[src/rtl/irq_coll_pkg.sv]
package irq_coll_pkg;
  localparam int NUM_EVT = 6;
  // bit position of each event strobe in the pending word
  localparam int EVT_POS [NUM_EVT] = '{15, 24, 25, 26, 27, 28};

  typedef enum logic [2:0] {
    SEL_NONE,
    SEL_PEND,
    SEL_MASK,
    SEL_UNMASK,
    SEL_SETMASK
  } reg_sel_e;

  function automatic logic [31:0] evt_bits();
    logic [31:0] m;
    m = '0;
    for (int i = 0; i < NUM_EVT; i++) m[EVT_POS[i]] = 1'b1;
    return m;
  endfunction

  function automatic logic [31:0] intx_bits(int lines, int lsb, int stride);
    logic [31:0] m;
    m = '0;
    for (int i = 0; i < lines; i++) m[lsb + stride * i] = 1'b1;
    return m;
  endfunction
endpackage

[src/rtl/irq_coll_decode.sv]
module irq_coll_decode
  import irq_coll_pkg::*;
#(
  parameter int          ADDR_W    = 12,
  parameter logic [11:0] BASE_ADDR = 12'h4C0
) (
  input  logic              en_i,
  input  logic [ADDR_W-1:0] addr_i,
  output reg_sel_e          sel_o
);
  localparam logic [ADDR_W-1:0] A_PEND    = ADDR_W'(BASE_ADDR);
  localparam logic [ADDR_W-1:0] A_MASK    = ADDR_W'(BASE_ADDR + 12'h4);
  localparam logic [ADDR_W-1:0] A_UNMASK  = ADDR_W'(BASE_ADDR + 12'h8);
  localparam logic [ADDR_W-1:0] A_SETMASK = ADDR_W'(BASE_ADDR + 12'hC);

  always_comb begin
    sel_o = SEL_NONE;
    if (en_i) begin
      unique case (addr_i)
        A_PEND:    sel_o = SEL_PEND;
        A_MASK:    sel_o = SEL_MASK;
        A_UNMASK:  sel_o = SEL_UNMASK;
        A_SETMASK: sel_o = SEL_SETMASK;
        default:   sel_o = SEL_NONE;
      endcase
    end
  end
endmodule

[src/rtl/irq_coll_pending.sv]
module irq_coll_pending #(
  parameter int          DATA_W    = 32,
  parameter logic [31:0] EVT_BITS  = 32'h0,
  parameter logic [31:0] INTX_BITS = 32'h0
) (
  input  logic              clk,
  input  logic              rst_n,
  input  logic [DATA_W-1:0] evt_vec_i,
  input  logic [DATA_W-1:0] intx_vec_i,
  input  logic              clr_we_i,
  input  logic [DATA_W-1:0] wdata_i,
  output logic [DATA_W-1:0] pend_o
);
  logic [DATA_W-1:0] evt_q;
  logic [DATA_W-1:0] lvl_q;
  logic [DATA_W-1:0] clr_mask;

  assign clr_mask = clr_we_i ? wdata_i : '0;

  // new events override a clear of the same bit
  always_ff @(posedge clk or negedge rst_n) begin
    if (!rst_n) begin
      evt_q <= '0;
      lvl_q <= '0;
    end else begin
      evt_q <= ((evt_q & ~clr_mask) | evt_vec_i) & EVT_BITS;
      lvl_q <= intx_vec_i & INTX_BITS;
    end
  end

  assign pend_o = evt_q | lvl_q;

  a_r2_event_sets: assert property (@(posedge clk) disable iff (!rst_n)
    (evt_vec_i != '0) |=> ((pend_o & $past(evt_vec_i & EVT_BITS)) == $past(evt_vec_i & EVT_BITS)));

  a_r3_clear_works: assert property (@(posedge clk) disable iff (!rst_n)
    clr_we_i |=> ((pend_o & $past(wdata_i & ~evt_vec_i & EVT_BITS)) == '0));

  a_r5_level_follow: assert property (@(posedge clk) disable iff (!rst_n)
    1'b1 |=> ((pend_o & INTX_BITS) == $past(intx_vec_i & INTX_BITS)));
endmodule

[src/rtl/irq_coll_mask.sv]
module irq_coll_mask #(
  parameter int          DATA_W    = 32,
  parameter logic [31:0] IMPL_BITS = 32'h0
) (
  input  logic              clk,
  input  logic              rst_n,
  input  logic              unmask_we_i,
  input  logic              setmask_we_i,
  input  logic [DATA_W-1:0] wdata_i,
  output logic [DATA_W-1:0] mask_o
);
  logic [DATA_W-1:0] mask_q;
  logic [DATA_W-1:0] hit;

  assign hit = wdata_i & IMPL_BITS;

  always_ff @(posedge clk or negedge rst_n) begin
    if (!rst_n)            mask_q <= IMPL_BITS;
    else if (unmask_we_i)  mask_q <= mask_q & ~hit;
    else if (setmask_we_i) mask_q <= mask_q | hit;
  end

  assign mask_o = mask_q;

  a_r6_unmask: assert property (@(posedge clk) disable iff (!rst_n)
    unmask_we_i |=> ((mask_o & $past(hit)) == '0));

  a_r6_unmask_keeps: assert property (@(posedge clk) disable iff (!rst_n)
    unmask_we_i |=> ((mask_o & ~$past(hit)) == ($past(mask_o) & ~$past(hit))));

  a_r7_setmask: assert property (@(posedge clk) disable iff (!rst_n)
    (setmask_we_i && !unmask_we_i) |=> ((mask_o & $past(hit)) == $past(hit)));

  a_r9_mask_impl: assert property (@(posedge clk) disable iff (!rst_n)
    (mask_o & ~IMPL_BITS) == '0);
endmodule

[src/rtl/pcie_irq_collector.sv]
module pcie_irq_collector
  import irq_coll_pkg::*;
#(
  parameter int          ADDR_W      = 12,
  parameter logic [11:0] BASE_ADDR   = 12'h4C0,
  parameter int          NUM_INTX    = 4,
  parameter int          INTX_LSB    = 16,
  parameter int          INTX_STRIDE = 2
) (
  input  logic                clk,
  input  logic                rst_n,
  input  logic [NUM_EVT-1:0]  evt_pulse_i,
  input  logic [NUM_INTX-1:0] intx_i,
  input  logic                bus_wr_i,
  input  logic                bus_rd_i,
  input  logic [ADDR_W-1:0]   bus_addr_i,
  input  logic [31:0]         bus_wdata_i,
  output logic [31:0]         bus_rdata_o,
  output logic                irq_o
);
  localparam int          DATA_W    = 32;
  localparam logic [31:0] EVT_M     = evt_bits();
  localparam logic [31:0] INTX_M    = intx_bits(NUM_INTX, INTX_LSB, INTX_STRIDE);
  localparam logic [31:0] IMPL_M    = EVT_M | INTX_M;

  logic [DATA_W-1:0] evt_vec, intx_vec, pend, mask;
  logic [DATA_W-1:0] rdata_q, rd_mux;
  reg_sel_e          wsel, rsel;

  // place strobes and levels at their word positions
  always_comb begin
    evt_vec = '0;
    for (int i = 0; i < NUM_EVT; i++) evt_vec[EVT_POS[i]] = evt_pulse_i[i];
  end

  always_comb begin
    intx_vec = '0;
    for (int i = 0; i < NUM_INTX; i++) intx_vec[INTX_LSB + INTX_STRIDE * i] = intx_i[i];
  end

  irq_coll_decode #(.ADDR_W(ADDR_W), .BASE_ADDR(BASE_ADDR)) u_wdec (
    .en_i(bus_wr_i), .addr_i(bus_addr_i), .sel_o(wsel));

  irq_coll_decode #(.ADDR_W(ADDR_W), .BASE_ADDR(BASE_ADDR)) u_rdec (
    .en_i(bus_rd_i), .addr_i(bus_addr_i), .sel_o(rsel));

  irq_coll_pending #(.DATA_W(DATA_W), .EVT_BITS(EVT_M), .INTX_BITS(INTX_M)) u_pend (
    .clk(clk), .rst_n(rst_n),
    .evt_vec_i(evt_vec), .intx_vec_i(intx_vec),
    .clr_we_i(wsel == SEL_PEND), .wdata_i(bus_wdata_i),
    .pend_o(pend));

  irq_coll_mask #(.DATA_W(DATA_W), .IMPL_BITS(IMPL_M)) u_mask (
    .clk(clk), .rst_n(rst_n),
    .unmask_we_i(wsel == SEL_UNMASK), .setmask_we_i(wsel == SEL_SETMASK),
    .wdata_i(bus_wdata_i), .mask_o(mask));

  always_comb begin
    unique case (rsel)
      SEL_PEND: rd_mux = pend;
      SEL_MASK: rd_mux = mask;
      default:  rd_mux = '0;
    endcase
  end

  always_ff @(posedge clk or negedge rst_n) begin
    if (!rst_n)        rdata_q <= '0;
    else if (bus_rd_i) rdata_q <= rd_mux;
  end

  assign bus_rdata_o = rdata_q;
  assign irq_o       = |(pend & ~mask);

  a_r9_pend_impl: assert property (@(posedge clk) disable iff (!rst_n)
    (pend & ~IMPL_M) == '0);

  a_r10_read_hold: assert property (@(posedge clk) disable iff (!rst_n)
    !bus_rd_i |=> $stable(bus_rdata_o));

  a_r9_wo_reads_zero: assert property (@(posedge clk) disable iff (!rst_n)
    (bus_rd_i && (rsel == SEL_UNMASK || rsel == SEL_SETMASK)) |=> (bus_rdata_o == '0));

  a_r4_set_wins: assert property (@(posedge clk) disable iff (!rst_n)
    (wsel == SEL_PEND && (bus_wdata_i & evt_vec) != '0) |=> ((pend & $past(evt_vec)) == $past(evt_vec)));
endmodule

[config.mk]
export PLATFORM = sky130hd
export DESIGN_NAME = pcie_irq_collector
export DESIGN_NICKNAME = d
export VERILOG_FILES = /design/src/rtl/irq_coll_pkg.sv /design/src/rtl/irq_coll_decode.sv /design/src/rtl/irq_coll_pending.sv /design/src/rtl/irq_coll_mask.sv /design/src/rtl/pcie_irq_collector.sv
export SDC_FILE = /design/constraint.sdc
export NUM_CORES = 1
export LEC_CHECK = 0
export BUFFER_PORTS_ARGS = -buffer_cell sky130_fd_sc_hd__buf_2
export CELL_PAD_IN_SITES_DETAIL_PLACEMENT = 0
export CELL_PAD_IN_SITES_GLOBAL_PLACEMENT = 1
export CORE_MARGIN = 1.5
export CORE_UTILIZATION = 36
export CTS_CLUSTER_DIAMETER = 80
export CTS_CLUSTER_SIZE = 40
export DETAILED_ROUTE_END_ITERATION = 8
export MAX_ROUTING_LAYER = met4
export PLACE_DENSITY = 0.82
export SYNTH_ARGS = -nofsm -noshare
export SYNTH_HDL_FRONTEND = slang
export SYNTH_HIERARCHICAL = 1
export SYNTH_SLANG_ARGS = --single-unit
[constraint.sdc]
create_clock -name clk -period 0.8 [get_ports clk]
set_input_delay 0 -clock clk [delete_from_list [all_inputs] [get_ports clk]]
set_output_delay 0 -clock clk [all_outputs]
set_load 0.02 [all_outputs]
Yosys cells after proc, flatten, opt, wreduce, memory -nomap -nowiden
Index checks and enable logic that the tools add are counted.

Bits in registers: 74. Latch bits: 0. Bits of input ports: 58. Bits in read-only memories: 0. Output and inout port bits: 33. Memories: 0. Bits in writable memories: 0. Word-level logic and storage cells: 31.

Shift-type cells: 0. Mux-type cells: 7. Eq/ne operators: 9. Reductions and logical operators: 2. Add/sub/neg operators: 0. Div/mod/pow operators: 0. Multipliers: 0. Magnitude comparators: 0. Bitwise logic cells: 9.

Operator list (number): $and 32x32->32 (2); $mux 32 (2); $pmux 32 s2 (1); $eq 12x11->1 const B (4); $not 29->32 (1); $not 32->32 (1); $or 32x29->32 (1); $reduce_or 32->1 (1); $and 29x29->29 (1); $mux 29 (1); $not 29->29 (1); $or 29x23->29 (1); $or 29x29->29 (1); $pmux 3 s4 (1); $eq 3x1->1 const B (2); $eq 3x2->1 const B (2); $mux 3 (2); $eq 3x3->1 const B (1); $reduce_bool 2->1 (1).

Longest topological paths before layout
Depth after elaboration: 8. Mapped depth: 6. Gate-level depth less buffers: 5.

Hierarchy
Netlist, hierarchy kept.

By module, submodules not included: pcie_irq_collector (area an instance 2005.7 µm², sequential area each 800.8 µm², instances 1, cells an instance 200); irq_coll_mask (area an instance 548.0 µm², sequential area each 262.8 µm², instances 1, cells an instance 55); irq_coll_pending (area an instance 486.7 µm², sequential area each 250.2 µm², instances 1, cells an instance 45); irq_coll_decode (area an instance 61.3 µm², sequential area each 0.0 µm², instances 2, cells an instance 8).

Least setup slack after synthesis
No wires, ideal clock.

Kind: input-to-reg. Start: input bus_addr_i[1]. End: register rdata_q[24], in the netlist bus_rdata_o[24]. Path slack: -1.079 ns. Setup time: 0.144 ns. Required time: 0.656 ns. Arrival: 1.736 ns. Stages: 6. Path buffers: 1. Path through: or4_4 > nor4_1 > nor3b_4 > buf_6 > a22oi_2 > a21oi_2.

Cells in the longest elaborated chain, start to end: 5. Elaborated cells between the ends (all ways): 9.

RTL lines: start, declared (line pcie_irq_collector.sv:16) `input logic [ADDR_W-1:0] bus_addr_i,`; $eq 12x11->1 (line irq_coll_decode.sv:19) `unique case (addr_i)`; $pmux 3 s4 (*) (line irq_coll_decode.sv:19); $mux 3 (*) (line irq_coll_decode.sv:18) `if (en_i) begin`; named net rsel[2] (line pcie_irq_collector.sv:28) `reg_sel_e wsel, rsel;`; $eq 3x2->1 or $eq 3x1->1 (tied branches) (line pcie_irq_collector.sv:59) `unique case (rsel)`; $pmux 32 s2 (*) (line pcie_irq_collector.sv:59); end signal, assigned (line pcie_irq_collector.sv:68) `else if (bus_rd_i) rdata_q <= rd_mux;`; end, declared (line pcie_irq_collector.sv:27) `logic [DATA_W-1:0] rdata_q, rd_mux;`.

The timed path passes the listed nets; every way through them passes the cells marked *. A chain may end at the register's enable or synchronous reset.

==> impl_metrics.yaml <==
critical_path:
  worstSetupEndpointType: "output port"
  cp-start-kind: "register"
  r2r_start: "u_pend/evt_q[24]"
  r2r_end: "bus_rdata_o[24]"
  crit_type: "reg2out"
  reg2reg_depth: 3
  rrSetupSlack_ns: -0.11
  crit_path_max_fanout: 2
  worst_ep_arrival_time_ns: 1.72
  crit_required_ns: 0.80
final_layout:
  final_layout_size_suffix_gt1_share_pct: 56.6
  diodes: 0
  area_growth_pct: 51.5
  fill_cells: 734
  stdcell_area_sq_um: 4790
  nets: 522
  finalNonFillerCells: 570
clock_tree:
  cts_sinks: 52
  worstSkewPairLatency_ns: 0.30
  clk_path_buf_depth: 2
  cts_tree: "done"
  clockRootBuffer: "clkbuf_8"
  clkTransAtPathRegs_ns: 0.10
  h-tree-depth: 2
  cts_buffers: 5
timing:
  rsz0062_at_grt: "true"
  worst_slew_pin_slew_ns: 0.624
  fin_skew_ns: 0.00647
  setup_viol: 59
  fmax_mhz: 583
  drv_slew: 0
  fin_crit_ns: 1.72
  hold_violations: 0
  whs_ns: 0.213
  slew_headroom_pct: 58.4
  post-route-period-util_pct: 214
  worst_slack_ns: -0.915
grt:
  grt_max_degree: 65
  grt-ovfl-total: 0
  grt_antenna_before_repair: 0
  track_usage_pct: 16.7
  grt_pass1_wl_mm: 12.5
  grt_pass1_vias: 2708
synthesis:
  avgSynthCellArea_sq_um: 10.0
  synthCells: 315
  yosysWarningCount: 6
  netlist_area_sq_um: 3160
die:
  pin_count: 91
  rows: 33
  core_area_sq_um: 8340
  die_y_um: 96.7
  dieArea_sq_um: 9350
  start_util_pct: 37.9
  die_w_um: 96.7
hold_path:
  hold_class: "in2async"
run:
  cap_violations: 0
pwr:
  power_w: 0.00574
  vdd_ir_drop_max_mv: 0.892
  p_leak_nw: 2.05
  powerDensity_nw_per_um2: 1200
placement:
  gp_congestion: 0.769
  post_dp_cell_area_sq_um: 3840
  portBuffers: 68
  hpwlAfterDp_mm: 5.07
  place_inst: 516
routing:
  wire_per_inst_um: 12.5
  viasPerCell: 4.56
  postRouteAntennaNets: 0
  vias: 2600
  firstDrtPassIters: 4
  drtIter0Drc: 52
  drc: 0
  routed_wl_mm: 7.15
run_status:
  violations: "negative setup slack"
  run_status: "finished with violations"
final cells by class:
cell class	count	area (sq um)	share of cell area (%)
Sequential cell	52	1310	27.5
Inverter	32	120	2.51
Timing Repair Buffer	158	1390	29.0
Clock buffer	6	82.6	1.73
Tap cell	105	131	2.75
Multi-Input combinational cell	215	1740	36.3
Clock inverter	2	13.8	0.288
layer usage:
layer  global-route usage [%]  vias up  share of wire (%)
li1                         -     1311                  -
met5                        -        -                  0
met3                     2.46        4                2.9
met1                     21.4     1239                 47
met4                     3.57        0               0.63
met2                     28.3       46                 50
how the worst max path moves through the flow:
stage                       start               to  cells after the start
floorplan           bus_addr_i[1]  bus_rdata_o[26]                      6
finish                   register            irq_o                      5
global placement    bus_addr_i[1]  bus_rdata_o[22]                      6
detailed placement  bus_addr_i[1]  bus_rdata_o[22]                      6
global route             register            irq_o                      5
CTS                      register            irq_o                      5
power breakdown:
| group | internal, W | leakage (nW) | switching (W) |
|---|---|---|---|
| Sequential | 0.00275 | 0.602 | 0.0000989 |
| Combinational | 0.000638 | 1.40 | 0.000650 |
| Clock | 0.000710 | 0.0516 | 0.000892 |
metrics by stage:
stage                     util (%)  TNS (ns)  setup slack, ns
after floorplan                  -    -18.17           -0.810
after global placement        46.1    -32.36            -1.31
after detailed placement      46.1    -33.13            -1.37
after CTS                     55.2    -15.96           -0.893
after global routing          57.4    -18.32           -0.977
final                         57.4    -15.73           -0.915
repair_timing:
item,4_1_cts,5_1_grt
endpoints found under the setup margin,59,81
gates cloned,1,0
gates resized for setup,87,38
pin swaps,19,4
buffers inserted,20,5
hold buffers,21,0
endpoints found under the hold margin,72,0
layout by cell type, fill, tap and decap left out:
| master | instances |
|---|---|
| a21o_1 | 6 |
| a21oi_1 | 9 |
| a21oi_2 | 43 |
| a22oi_1 | 1 |
| a22oi_2 | 31 |
| and3b_2 | 2 |
| buf_12 | 3 |
| buf_2 | 33 |
| buf_4 | 50 |
| buf_6 | 50 |
| clkbuf_8 | 7 |
| clkinv_2 | 1 |
| conb_1 | 44 |
| dfrtp_1 | 42 |
| dfstp_2 | 10 |
| dlygate4sd3_1 | 21 |
| inv_1 | 32 |
| inv_6 | 1 |
| nand2_1 | 3 |
| nand2_2 | 4 |
| nand2_4 | 1 |
| nand3b_1 | 2 |
| nand4_1 | 1 |
| nand4bb_1 | 2 |
| nor2_1 | 20 |
| nor2_4 | 12 |
| nor3b_4 | 4 |
| nor4_1 | 3 |
| nor4_2 | 1 |
| nor4_4 | 6 |
| o22ai_1 | 15 |
| o22ai_2 | 1 |
| or4_4 | 2 |
| xnor2_1 | 1 |
| xnor2_2 | 1 |
worst max-delay path: stages, from the launching register on:
cell,delay (ns)
dfstp_2,0.56
o22ai_2,0.09
nor4_2,0.32
buf_4,0.16
nand4_1,0.11
buf_6,0.17
No activity file was read; power rests on OpenSTA's default activity.
